### config.mk
export PLATFORM = sky130hd
export DESIGN_NAME = jtag_shift_engine
export DESIGN_NICKNAME = d
export VERILOG_FILES = /design/src/rtl/jtag_shift_engine.sv
export SDC_FILE = /design/constraint.sdc
export NUM_CORES = 1
export LEC_CHECK = 0
export ABC_CLOCK_PERIOD_IN_PS = 3400
export BUFFER_PORTS_ARGS = -buffer_cell sky130_fd_sc_hd__buf_2
export CAP_MARGIN = 20
export CORE_ASPECT_RATIO = 1.5
export CORE_UTILIZATION = 53
export CTS_CLUSTER_DIAMETER = 30
export DETAILED_ROUTE_END_ITERATION = 10
export GPL_ROUTABILITY_DRIVEN = 0
export GPL_TIMING_DRIVEN = 0
export PLACE_DENSITY = 0.79
export SYNTH_ARGS = -nofsm -noshare
export SYNTH_HDL_FRONTEND = slang
export SYNTH_SLANG_ARGS = --single-unit
### constraint.sdc
create_clock -name clk -period 3.4 [get_ports clk]
set_clock_uncertainty 0.1 [all_clocks]
set_input_delay 0.17 -clock clk [delete_from_list [all_inputs] [get_ports clk]]
set_output_delay 0.17 -clock clk [all_outputs]
set_load 0.005 [all_outputs]
### src/rtl/jtag_shift_engine.sv
module jtag_shift_engine #(
  parameter int HALF_CYC = 2,
  parameter int CNT_W    = 16
) (
  input  logic             clk,
  input  logic             rst_n,
  input  logic             cmd_valid,
  output logic             cmd_ready,
  input  logic             cmd_idle,
  input  logic             cmd_ir,
  input  logic             cmd_end,
  input  logic [CNT_W-1:0] cmd_count,
  input  logic             in_valid,
  output logic             in_ready,
  input  logic [7:0]       in_data,
  output logic             out_valid,
  input  logic             out_ready,
  output logic [7:0]       out_data,
  output logic             tck,
  output logic             tms,
  output logic             tdi,
  input  logic             tdo,
  output logic [3:0]       tap_state,
  output logic             done
);
  localparam int DIV_W = (HALF_CYC > 1) ? $clog2(HALF_CYC) : 1;
  localparam logic [3:0] SH_DR = 4'd4, EX_DR = 4'd5, SH_IR = 4'd11, EX_IR = 4'd12;

  typedef enum logic [2:0] {S_READY, S_FETCH, S_LOW, S_HIGH, S_FLUSH} st_t;

  st_t              st;
  logic [DIV_W-1:0] div;
  logic [CNT_W-1:0] left;
  logic [2:0]       pos;
  logic [7:0]       sh, cap;
  logic             idle_r, end_r, ir_r;
  logic             half_done, last;

  assign cmd_ready = (st == S_READY);
  assign in_ready  = (st == S_FETCH);
  assign out_valid = (st == S_FLUSH);
  assign out_data  = cap;
  assign half_done = (div == DIV_W'(HALF_CYC - 1));
  assign last      = (left == CNT_W'(1));

  always_ff @(posedge clk) begin
    if (!rst_n) begin
      st <= S_READY; div <= '0; left <= '0; pos <= '0;
      sh <= '0; cap <= '0; idle_r <= 1'b0; end_r <= 1'b0; ir_r <= 1'b0;
      tck <= 1'b0; tms <= 1'b0; tdi <= 1'b0; tap_state <= 4'd0; done <= 1'b0;
    end else begin
      done <= 1'b0;
      case (st)
        S_READY: if (cmd_valid) begin
          if (cmd_count == '0) begin
            done <= 1'b1;
          end else begin
            left   <= cmd_count;
            idle_r <= cmd_idle;
            end_r  <= cmd_end;
            ir_r   <= cmd_ir;
            pos    <= '0;
            cap    <= '0;
            div    <= '0;
            if (cmd_idle) begin
              st <= S_LOW;
            end else begin
              tap_state <= cmd_ir ? SH_IR : SH_DR;
              st        <= S_FETCH;
            end
          end
        end
        S_FETCH: if (in_valid) begin
          sh  <= in_data;
          tdi <= in_data[0];
          tms <= end_r && last;
          cap <= '0;
          div <= '0;
          st  <= S_LOW;
        end
        S_LOW: begin
          if (half_done) begin
            tck <= 1'b1;
            div <= '0;
            if (!idle_r) cap[pos] <= tdo;
            st <= S_HIGH;
          end else begin
            div <= div + 1'b1;
          end
        end
        S_HIGH: begin
          if (half_done) begin
            tck  <= 1'b0;
            div  <= '0;
            left <= left - 1'b1;
            pos  <= pos + 3'd1;
            if (idle_r) begin
              if (last) begin
                st   <= S_READY;
                done <= 1'b1;
              end else begin
                st <= S_LOW;
              end
            end else if (last) begin
              if (end_r) tap_state <= ir_r ? EX_IR : EX_DR;
              st <= S_FLUSH;
            end else if (pos == 3'd7) begin
              st <= S_FLUSH;
            end else begin
              tdi <= sh[pos + 3'd1];
              tms <= end_r && (left == CNT_W'(2));
              st  <= S_LOW;
            end
          end else begin
            div <= div + 1'b1;
          end
        end
        S_FLUSH: if (out_ready) begin
          if (left == '0) begin
            st   <= S_READY;
            done <= 1'b1;
          end else begin
            st <= S_FETCH;
          end
        end
        default: st <= S_READY;
      endcase
    end
  end

  assert_pins_hold_high_R8: assert property (@(posedge clk) disable iff (!rst_n)
    tck && $past(tck) |-> $stable(tms) && $stable(tdi));

  assert_no_tck_between_cmds_R7: assert property (@(posedge clk) disable iff (!rst_n)
    cmd_ready |-> !tck);

  assert_zero_count_done_R7: assert property (@(posedge clk) disable iff (!rst_n)
    cmd_valid && cmd_ready && (cmd_count == '0) |=> done && !tck);

  assert_out_hold_R10: assert property (@(posedge clk) disable iff (!rst_n)
    out_valid && !out_ready |=> out_valid && $stable(out_data));

  assert_tms_low_before_last_R4: assert property (@(posedge clk) disable iff (!rst_n)
    tck && !idle_r && (left > CNT_W'(1)) |-> !tms);

  assert_tap_code_legal_R9: assert property (@(posedge clk) disable iff (!rst_n)
    tap_state == 4'd0 || tap_state == SH_DR || tap_state == EX_DR ||
    tap_state == SH_IR || tap_state == EX_IR);
endmodule

# Yosys cells after proc, flatten, opt, wreduce, memory -nomap -nowiden
# Index checks and enable logic that the tools add are counted.
[op_classes] add_sub_neg=3 magnitude_cmp=3 eq_ne=20 mux=70 bitwise=1 reduce_logical=21
[ops] cell="two-way mux 16 bit" n=3
[ops] cell="two-way mux 8 bit" n=5
[ops] cell="two-way mux 3 bit" n=12
[ops] cell="two-way mux 4 bit" n=9
[ops] cell="logical NOT 16 bit" n=2
[ops] cell="one-hot mux 16 bit (2 select lines)" n=1
[ops] cell="two-way mux 1 bit" n=26
[ops] cell="inequality test 2 bit, second input constant" n=12
[ops] cell="one-hot mux 8 bit (3 select lines)" n=1
[ops] cell="AND reduction 6 bit" n=3
[ops] cell="equality test 16 x 1 -> 1 bit, second input constant" n=1
[ops] cell="equality test 16 x 2 -> 1 bit, second input constant" n=1
[ops] cell="subtractor 16 x 1 -> 16 bit, second input constant" n=1
[ops] cell="one-hot mux 3 bit (5 select lines)" n=1
[ops] cell="bitwise mux 8 bit" n=1
[ops] cell="less-than comparator 3 x 4 -> 1 bit, second input constant" n=2
[ops] cell="one-hot mux 4 bit (2 select lines)" n=1
[ops] cell="AND reduction 4 bit" n=2
[ops] cell="AND reduction 8 bit" n=1
[ops] cell="equality test 3 x 2 -> 1 bit, second input constant" n=2
[ops] cell="equality test 3 bit, second input constant" n=2
[ops] cell="one-hot mux 1 bit (2 select lines)" n=3
[ops] cell="one-hot mux 1 bit (3 select lines)" n=2
[ops] cell="one-hot mux 3 bit (2 select lines)" n=1
[ops] cell="other kinds (16)" n=23
[word_totals] register_bits=50 in_bits=33 out_inout_bits=19 wordCells=132

# Depth between registers and ports, before layout
# Gate-level depths: netlist (run 1).
[logic_depth] depth_word=8 mapped_depth=8 depth_no_buf=7

# Least setup slack after synthesis (run 1)
# No wires, ideal clock.
[synth_timing] kind="flip-flop to flip-flop" startpoint="register left[0]" endpoint="register left[10]" arrival_ps=1889 t_required_ps=3180 path_slack_ps=1292 path_stages_with_launch=8 path_buffers=0 period_less_slack_ps=2108 path_cell_list="dfxtp_1 -> inv_1 -> ha_1 -> or4b_4 -> or3_4 -> and2_2 -> o21ai_0 -> a21boi_1"
[synth_between] elab_chain_cells=3
[synth_rtl] item="start, declared" line_no="33" rtl="logic [CNT_W-1:0] left;"
[synth_rtl] item="start signal, assigned" line_no="58" rtl="left <= cmd_count;"
[synth_rtl] item="start signal, assigned" line_no="95" rtl="left <= left - 1'b1;"
[synth_rtl] item="subtractor 16 x 1 -> 16 bit" line_no="95"
[synth_rtl] item="two-way mux 16 bit" line_no="92" rtl="if (half_done) begin"
[synth_rtl] item="one-hot mux 16 bit (2 select lines)" line_no="53" rtl="case (st)"
# Every way passes these cells. The select of a mux whose other input is x is not followed.
# A chain may end at the register's enable or synchronous reset.

# Final worst setup path (run 1)
# Same ends and word-level chain as after synthesis.

==> impl_metrics.yaml, run 1 <==
placed_design:
  hpwl_um: 6430
  place_area_mm2: 0.00333
  portBuffers: 51
cts:
  numCtsBuffers: 5
  cts.reportedPaths.clkPinSlew_ns: 0.11
  postCtsResizedCells: 0
  clockRootBuffer: "clkbuf_8"
  clock_path_buffers: 2
  h-tree-depth: 2
  ctsHoldBuffers: 3
  cts_tree: "yes"
  clock_sinks: 50
  clk_latency_ns: 0.32
  post-cts-setup-buffer-count: 0
logic_synthesis:
  yosysMostFrequentCell: "nand2_1"
  synth_largest_area_cell: "dfxtp_1"
  yosys_register_bits: 50
  ys_async_sr_fraction_pct: 0
  synth_edf_count: 0
  synth.area.top_cells: "dfxtp_1 (34%), nand2_1 (7.0%), a21oi_1 (4.4%), a21boi_0 (4.3%), o21ai_0 (3.7%)"
  synth.cell_area_mm2: 0.00298
  synth_seq_area_share_pct: 33.6
  ys_warn_count: 0
  ys.flop_type: "dfxtp_1"
  synth.distinct_cells: 60
  synthesis.nets: 409
  synthTopCellsByCount: "nand2_1 (56), dfxtp_1 (50), a21oi_1 (26)"
  post-synth-top-area-fraction_pct: 33.6
  synth_area_per_cell_um2: 8.06
  syn_inst: 370
worst_setup_path:
  reg2regPathDepth: 7
  path_delay_family: "simple AND/OR/NAND/NOR gates"
  crit_buf_inv: 1
  crit_type: "reg -> reg"
  r2r-end: "left[10]"
  rr_startpoint: "left[0]"
  critPathCaptureType: "flip-flop"
  startpoint_type: "flip-flop"
  cp.required_ns: 3.51
  cpPeakStageDelay_ns: 0.53
  rrSetupSlack_ns: 1.07
  path_cells: "inv_1 -> ha_1 -> or4b_4 -> or3_4 -> and2_2 -> o21ai_0 -> a21boi_1"
  crit_slowest_cell: "or4b_4"
  crit_fanout: 6
  arrival_ns: 2.44
routing:
  drt_wl_total_um: 8630
  vias_per_cell: 6.24
  drc: 0
  top_layer: "met4"
  wl_met3_um: 486
  antenna_left: 0
  num_vias: 3130
  wl_met1_um: 3290
  dr.pass1.iters: 4
  drtIter0Drc: 211
  drt-wirelength-per-cell_um: 17.2
  wl_met2_um: 4530
sta:
  period_minus_slack_ns: 2.33
  fin_crit_sh_pct: 68.4
  rsz0062_at_grt: "false"
  whs_ns: -0.00931
  finalSetupViolCount: 0
  relSlewSlack_pct: 57.5
  clock.fmax_mhz: 430
  finalHoldViolCount: 4
  tns_ns: 0
  timing.final.max_slew_violations: 0
  tightest_slew_ns: 0.635
grt:
  grt_max_degree: 19
  gr-total-overflow: 0
  grt_pass1_wl_um: 14000
  grt_antenna_before_repair: 0
  grt.total_usage_pct: 30.1
  grt_pass1_vias: 3114
power_and_ir_drop:
  ir_drop_mv: 0.482
  p_total_uw: 2200
  p_leak_uw: 0.00143
  p_per_area_mw_per_mm2: 637
floorplanning:
  boundaryPins: 52
  rows: 33
  die_area_mm2: 0.00594
  die-width_um: 63.3
  die_h_um: 93.9
  core_mm2: 0.00545
  start_util_pct: 54.7
outcome:
  violations: "hold timing"
  status: "finished, violations left"
flow_run:
  drv_cap: 0
final_layout:
  stdcell_area_mm2: 0.00345
  layout-drive-gt1-share_pct: 21.5
  n_antenna_cell: 0
  area_growth_pct: 15.7
  final_core_util_pct: 63.3
  finalNetCount: 470
worst_hold_path:
  hold_class: "in -> reg"
  hp-start: "in_data[3]"
  hold_end: "sh[3]"
  holdPathStages: 3
## per-layer routing
layer / track usage, % / up-vias
met5: 0 / -
met1: 30.0 / 1491
met4: 16.9 / 0
li1: - / 1501
met3: 5.22 / 31
met2: 57.5 / 107
## metrics by stage
step | hold slack [ns] | instances | worst slack, ns
after floorplan | 0.215 | 370 | 1.29
after global placement | 0.323 | 491 | 1.04
after CTS | 0.000846 | 502 | 1.09
after global routing | 0.00230 | 502 | 0.963
final | -0.00931 | 502 | 1.07
after detailed placement | 0.332 | 491 | 1.03
## tightest hold or removal path, delay by kind of cell
kind / cells / cell delay, ns
compound gates: 1 / 0.07
buf+inv: 1 / 0.10
simple gates: 1 / 0.04
## kinds of logic (layout without fill, tap and decap cells)
logic type / after synthesis / in the layout / share of synthesized area [%]
AOI/OAI and AO/OA: 112 / 112 / 25.9
DFF: 50 / 50 / 33.6
buffers and inverters: 34 / 96 / 5.03
and+or+nand+nor: 155 / 155 / 27.8
adders and majority gates: 6 / 6 / 2.52
muxes: 11 / 11 / 4.61
xor gates and xnor gates: 2 / 2 / 0.587
## report_power, final
group / internal [uW] / leakage, uW / switching, uW
Clock: 152 / 0.0000491 / 233
Sequential: 685 / 0.000408 / 106
Combinational: 412 / 0.000971 / 610
## sequential cells by signal (all words and copies together), names as in the netlist
| name | flops |
|---|---|
| done | 1 |
| end_r | 1 |
| tms | 1 |
| sh | 8 |
| idle_r | 1 |
| tck | 1 |
| tdi | 1 |
| pos | 3 |
| ir_r | 1 |
| tap_state | 4 |
| left | 16 |
| st | 3 |
| out_data | 8 |
| div | 1 |
## final cells by class
cell class / count / area (um2)
Buffer: 26 / 120
Clock buffer: 5 / 68.8
Clock inverter: 3 / 26.3
Fill cell: 535 / 2000
Inverter: 8 / 30.0
Multi-Input combinational cell: 286 / 1830
Sequential cell: 50 / 1000
Tap cell: 70 / 87.6
Timing Repair Buffer: 54 / 285
## worst max path at each step
stage | startpoint | to | slack, ns | cells past startpoint
floorplan | left[0] | left[10] | 1.29 | 7
global placement | cmd_count[3] | out_data[7] | 1.04 | 7
detailed placement | cmd_count[3] | out_data[7] | 1.03 | 7
CTS | left[0] | left[10] | 1.09 | 7
global route | left[0] | left[12] | 0.96 | 7
finish | left[0] | left[10] | 1.07 | 7
## cell usage in the layout, fill, tap and decap left out, drive strengths merged, types with 9 or more instances in the layout
cell    Yosys  final
nor2       24     24
nor2b       9      9
inv         8     10
dfxtp      50     50
buf        10     61
nand2      56     56
nor4       12     12
o21ai      23     23
nand3      14     14
clkbuf     16     21
a21oi      26     26
a21boi     18     18
No activity file was read; power rests on OpenSTA's default activity.
==> run 2: changes to the inputs <==
Settings changed: ABC_AREA from default to 1, ABC_CLOCK_PERIOD_IN_PS 3400 to 2400.
Clock period 3.4 ns to 2.4 ns, I/O delays scaled along.
==> run 2 against run 1 <==
Compared with the run above: the flow now finishes without violations; combinational power rose by 58%; clock power rose by 58%; highest routed layer unchanged; worst hold slack better by 0.014 ns.
==> impl_metrics.yaml, run 2 <==
outcome:
  status: "completed"
placed_design:
  place_area_mm2: 0.00339
  dp_cells: 612
  dp_slack_ns: 0.492
  portBuffers: 50
  hpwl_um: 6270
worst_setup_path:
  critPathCaptureType: "flip-flop"
  startpoint_type: "flip-flop"
  cp.required_ns: 2.51
  reg2regPathDepth: 9
  arrival_ns: 2.03
  crit_fanout: 10
  crit_type: "reg -> reg"
sta:
  clock.fmax_mhz: 520
  tightest_slew_ns: 0.633
  fin_ws_ns: 0.476
  relSlewSlack_pct: 57.8
  finalSetupViolCount: 0
  period_minus_slack_ns: 1.92
  timing.final.max_slew_violations: 0
  fin_crit_sh_pct: 80.2
  tns_ns: 0
  rsz0062_at_grt: "false"
  finalHoldViolCount: 0
logic_synthesis:
  ys_warn_count: 0
  ys_async_sr_fraction_pct: 0
  post-synth-top-area-fraction_pct: 32.8
  synth.distinct_cells: 33
  synthesis.nets: 531
  synth.area.top_cells: "dfxtp_1 (33%), nand2_1 (14%), nor2_1 (11%), o21ai_0 (6.9%), inv_1 (6.1%)"
  synth_largest_area_cell: "dfxtp_1"
  syn_inst: 492
  synth_seq_area_share_pct: 32.8
  synth_area_per_cell_um2: 6.21
  ys.flop_type: "dfxtp_1"
  synth_edf_count: 0
  yosysMostFrequentCell: "nand2_1"
  synth.cell_area_mm2: 0.00305
  yosys_register_bits: 50
  synthTopCellsByCount: "nand2_1 (112), nor2_1 (89), dfxtp_1 (50), inv_1 (50), o21ai_0 (42)"
cts:
  clockRootBuffer: "clkbuf_8"
  ctsHoldBuffers: 7
  clock_path_buffers: 2
  cts.reportedPaths.clkPinSlew_ns: 0.09
  h-tree-depth: 2
  cts_tree: "yes"
  clock_sinks: 50
  numCtsBuffers: 5
  postCtsResizedCells: 0
  post-cts-setup-buffer-count: 0
  clk_latency_ns: 0.31
power_and_ir_drop:
  ir_drop_mv: 0.629
  switching_share_pct: 44.5
  p_leak_uw: 0.00166
  intPower_uw: 1870
  switchingPower_uw: 1500
  p_per_area_mw_per_mm2: 945
  seqPwrFrac_pct: 34.4
  clock_power_share_pct: 18.1
  comb_power_share_pct: 47.6
grt:
  use_met3_pct: 5.68
  grt.total_usage_pct: 29.4
  grt_pass1_wl_um: 13900
  grt_antenna_before_repair: 0
  grt_max_degree: 16
  grt_use_met2_pct: 56.6
  grt_most_used_layer: "met2"
  use_met1_pct: 28.1
  gr-total-overflow: 0
  grt_pass1_vias: 3230
floorplanning:
  die_area_mm2: 0.00608
  die_h_um: 95.0
  rows: 33
  die-width_um: 64.0
  core_mm2: 0.00549
  start_util_pct: 55.6
  boundaryPins: 52
final_layout:
  layout-drive-gt1-share_pct: 15.6
  final_cell_mix: "nand2_1 (112), nor2_1 (89), buf_2 (57)"
  n_antenna_cell: 0
  area_growth_pct: 16.9
  finalNetCount: 595
  fin_cells: 627
  stdcell_area_mm2: 0.00357
  largest_reg_flops: 16
  regMostFlops: "left"
  mostFrequentLayoutCell: "nand2_1"
routing:
  antenna_left: 0
  vias_per_cell: 5.39
  num_vias: 3382
  drc: 0
  drtIter0Drc: 205
  drt-wirelength-per-cell_um: 13.3
  dr.pass1.iters: 5
  drt_wl_total_um: 8320
flow_run:
  drv_cap: 0
worst_hold_path:
  hold_class: "in -> reg"
  holdPathStages: 3
==> run 2: cell types whose count changed after synthesis, moves of 6 or more <==
cell      before  now
a21boi_0      17    0
a21oi_1       26   34
clkbuf_1      16    5
inv_1          8   50
mux2i_1        7    0
nand2_1       56  112
nand3_1       14   37
nand4_1        4   10
nor2_1        24   89
nor2b_1        9    0
nor4_1        11    0
o21ai_0       22   42
o221a_2        7    0
==> run 2: final timing paths <==
path,slack [ns],to,from
setup / recovery,0.48,tdi,st[0]
hold / removal,0.005,sh[7],in_data[7]
setup reg to reg,0.48,tdi,st[0]
hold reg to reg,0.36,sh[3],sh[3]
==> run 2: critical path, stage by stage, from the launching register on <==
cell and delay [ns]:
dfxtp_1 0.33, buf_2 0.22, nand2_1 0.09, nor2_2 0.34
buf_2 0.31, nand2_1 0.08, nand3_1 0.16, nand2_1 0.08
nand2_1 0.07, nor2_1 0.05
==> run 2: logic make-up after synthesis <==
kind of cell	Yosys count	synth area share, %
AO/OA/AOI/OAI	89	15.6
XOR/XNOR	3	0.860
adder cells (fa/ha/maj)	6	2.46
buffers and inverters	72	9.46
flip-flops	50	32.8
AND/OR/NAND/NOR	272	38.8
==> run 2: stage by stage <==
step	utilization, %	total power [uW]	hold WS (ns)
detailed placement	61.8	2750	0.296
global route	65.0	3670	0.0313
finish	65.0	3370	0.00473
floorplan	-	2330	0.167
CTS	65.0	3360	0.00458
global placement	61.8	2710	0.293
==> run 2: area by class of cell <==
type	instances	area, um2
Clock inverter	3	40.0
Sequential cell	50	1000
Multi-Input combinational cell	370	1760
Inverter	56	213
Buffer	16	76.3
Timing Repair Buffer	57	320
Clock buffer	5	68.8
Fill cell	514	1920
Tap cell	70	87.6
==> run 2: per-layer routing <==
metal,vias up,share of wire [%]
met5,-,0
met4,0,3.7
met3,31,4.4
met2,117,52
met1,1521,40
li1,1713,-
==> run 2: power groups by stage <==
stage	logic, uW	registers (uW)	clock network, uW
2_1_floorplan	1190	1140	0
3_3_place_gp	1540	1160	0
3_5_place_dp	1580	1170	0
4_1_cts	1590	1150	615
5_1_grt	1840	1180	644
6_report	1610	1160	609
==> run 3: changes to the inputs <==
Settings changed: ABC_AREA 1 to 0, ABC_CLOCK_PERIOD_IN_PS 2400 to 1600, CORE_UTILIZATION 53 to 51, PLACE_DENSITY 0.79 to 0.8.
Clock period 2.4 ns to 1.6 ns, I/O delays scaled along.
==> run 3 against run 2 <==
Compared with the run above: the flow now finishes with violations (setup timing); sequential power increased by 56%; maximum frequency decreased by 6.3%; sequential share of layout area decreased by 6.7 points; worst hold slack improved by 0.0027 ns; global-route usage increased by 9.7 points; core utilization increased by 23 points; worst setup slack got worse by 0.93 ns; via count increased by 13%; non-clock buffer count increased by 74; critical endpoint is now left[12]; register-to-register slack got worse by 0.93 ns; highest routed layer unchanged.
==> impl_metrics.yaml, run 3 (synthesis gave the netlist of run 1 again) <==
outcome:
  status: "finished, violations left"
  violations: "setup timing"
final_layout:
  largest_reg_flops: 16
  area_growth_pct: 62.8
  layout-drive-gt1-share_pct: 49.5
  final_cell_mix: "buf_2 (52), nand2_1 (46), buf_4 (39)"
  multi_input_area_mm2: 0.00248
  n_antenna_cell: 0
  fillers: 249
  register_area_mm2: 0.00103
  mostFrequentLayoutCell: "buf_2"
  regMostFlops: "left"
  finalNetCount: 537
power_and_ir_drop:
  p_total_uw: 7060
  p_leak_uw: 0.00199
  p_per_area_mw_per_mm2: 1450
  intPower_uw: 3980
  switching_share_pct: 43.6
  clock_power_share_pct: 11.9
  ir_drop_mv: 1.26
  comb_power_share_pct: 62.4
  seqPwrFrac_pct: 25.6
  switchingPower_uw: 3080
routing:
  drt_wl_total_um: 13000
  dr.pass1.iters: 7
  antenna_left: 0
  drc: 0
  drtIter0Drc: 411
  num_vias: 3826
  vias_per_cell: 6.72
  drt-wirelength-per-cell_um: 22.8
sta:
  fin_ws_ns: -0.455
  period_minus_slack_ns: 2.05
  fin_crit_sh_pct: 128
  finalHoldViolCount: 0
  tns_ns: -9.68
  finalSetupViolCount: 35
  relSlewSlack_pct: 41.1
  rsz0062_at_grt: "true"
  tightest_slew_ns: 0.884
  clock.fmax_mhz: 487
  timing.final.max_slew_violations: 0
worst_hold_path:
  hold_class: "in -> reg"
  hold_end: "left[11]"
  hp-start: "cmd_count[11]"
  holdPathStages: 3
cts:
  clk_latency_ns: 0.33
  clockRootBuffer: "clkbuf_8"
  clock_sinks: 50
  cts.reportedPaths.clkPinSlew_ns: 0.10
  numCtsBuffers: 5
  h-tree-depth: 2
  cts_tree: "yes"
  clock_path_buffers: 2
worst_setup_path:
  crit_type: "reg -> reg"
  arrival_ns: 2.18
  r2r-end: "left[12]"
  path_cells: "inv_4 -> ha_4 -> or4b_4 -> or3_4 -> o22a_2 -> o21ai_1 -> nor2_1"
  rrSetupSlack_ns: -0.45
  path_delay_family: "simple AND/OR/NAND/NOR gates"
  crit_fanout: 4
  startpoint_type: "flip-flop"
  crit_slowest_cell: "or4b_4"
  critPathCaptureType: "flip-flop"
  rr_startpoint: "left[0]"
  cpPeakStageDelay_ns: 0.48
  cp.required_ns: 1.72
  reg2regPathDepth: 7
  crit_buf_inv: 1
floorplanning:
  core_mm2: 0.00553
  boundaryPins: 52
  die-width_um: 64.4
  start_util_pct: 53.9
  rows: 33
  die_h_um: 95.7
  die_area_mm2: 0.00617
grt:
  grt_pass1_vias: 3688
  grt_antenna_before_repair: 0
  grt_pass1_wl_um: 18200
  grt_max_degree: 19
  gr-total-overflow: 0
  grt.total_usage_pct: 39.1
placed_design:
  hpwl_um: 6570
  portBuffers: 51
flow_run:
  drv_cap: 0
[run 3: changes by cell type in the layout (fill, tap and decap cells not counted), sizes merged, moves of 7 or more]
cell	change
a21boi	+18
a21oi	-8
buf	+60
clkbuf	+8
inv	-46
mux2i	+7
nand2	-59
nand3	-26
nor2	-68
nor2b	+9
nor4	+12
o21ai	-19
o221a	+7
[run 3: timing repair]
action	CTS	global route
buffers inserted	46	18
endpoints found under the setup margin	49	49
pin swaps	38	50
cloned	4	0
endpoints found under the hold margin	14	0
hold buffers	12	0
gates resized for setup	111	56
[run 3: worst max-delay path by stage]
| stage | startpoint | end | slack [ns] | depth (start not counted) |
|---|---|---|---|---|
| 4_1_cts | pos[1] | tdi | -0.41 | 6 |
| 3_3_place_gp | st[2] | left[2] | -0.51 | 6 |
| 6_report | left[0] | left[12] | -0.45 | 7 |
| 3_5_place_dp | cmd_count[11] | out_data[7] | -0.57 | 7 |
| 5_1_grt | left[0] | left[13] | -0.51 | 6 |
| 2_1_floorplan | left[1] | left[10] | -0.31 | 7 |
[run 3: cell type report]
| class | instances | share of cell area [%] |
|---|---|---|
| inverters | 8 | 0.773 |
| plain buffers | 22 | 3.50 |
| flip-flops and latches | 50 | 21.3 |
| clock buffers | 5 | 1.42 |
| clock inverters | 3 | 0.541 |
| repair buffers | 125 | 19.5 |
| multi-input cells | 286 | 51.1 |
| well taps | 70 | 1.80 |
[run 3: worst reg2reg max path: cells and delay by family (launching register included)]
| kind | cells | cell delay, ns |
|---|---|---|
| AND/OR/NAND/NOR | 3 | 0.92 |
| flip-flops | 1 | 0.37 |
| AO/OA/AOI/OAI | 2 | 0.36 |
| adder cells (fa/ha/maj) | 1 | 0.14 |
| buffers and inverters | 1 | 0.06 |
[run 3: stage by stage]
step	setup WS (ns)	instance area, um2	instances	util, %	hold slack [ns]
after detailed placement	-0.572	3560	491	64.3	0.246
after CTS	-0.415	4570	556	82.7	0.00912
after global placement	-0.508	3560	491	64.3	0.232
after global routing	-0.507	4860	569	87.8	0.0496
final	-0.455	4860	569	87.8	0.00738
after floorplan	-0.310	3220	370	-	0.125
[run 3: power by group through the flow]
stage	Sequential (uW)	Clock [uW]	Combinational, uW
after floorplan	1700	0	1810
after global routing	1830	870	4590
final	1810	843	4410
after global placement	1740	0	2330
after CTS	1770	831	3710
after detailed placement	1750	0	2370
[run 3: layer usage]
layer  GRT usage [%]  wire length (um)  vias to the layer above
li1                -                 -                     1629
met4            32.4              1070                        0
met5               0                 0                        -
met1            38.4              4380                     1830
met3            5.62               873                      102
met2            71.5              6640                      265
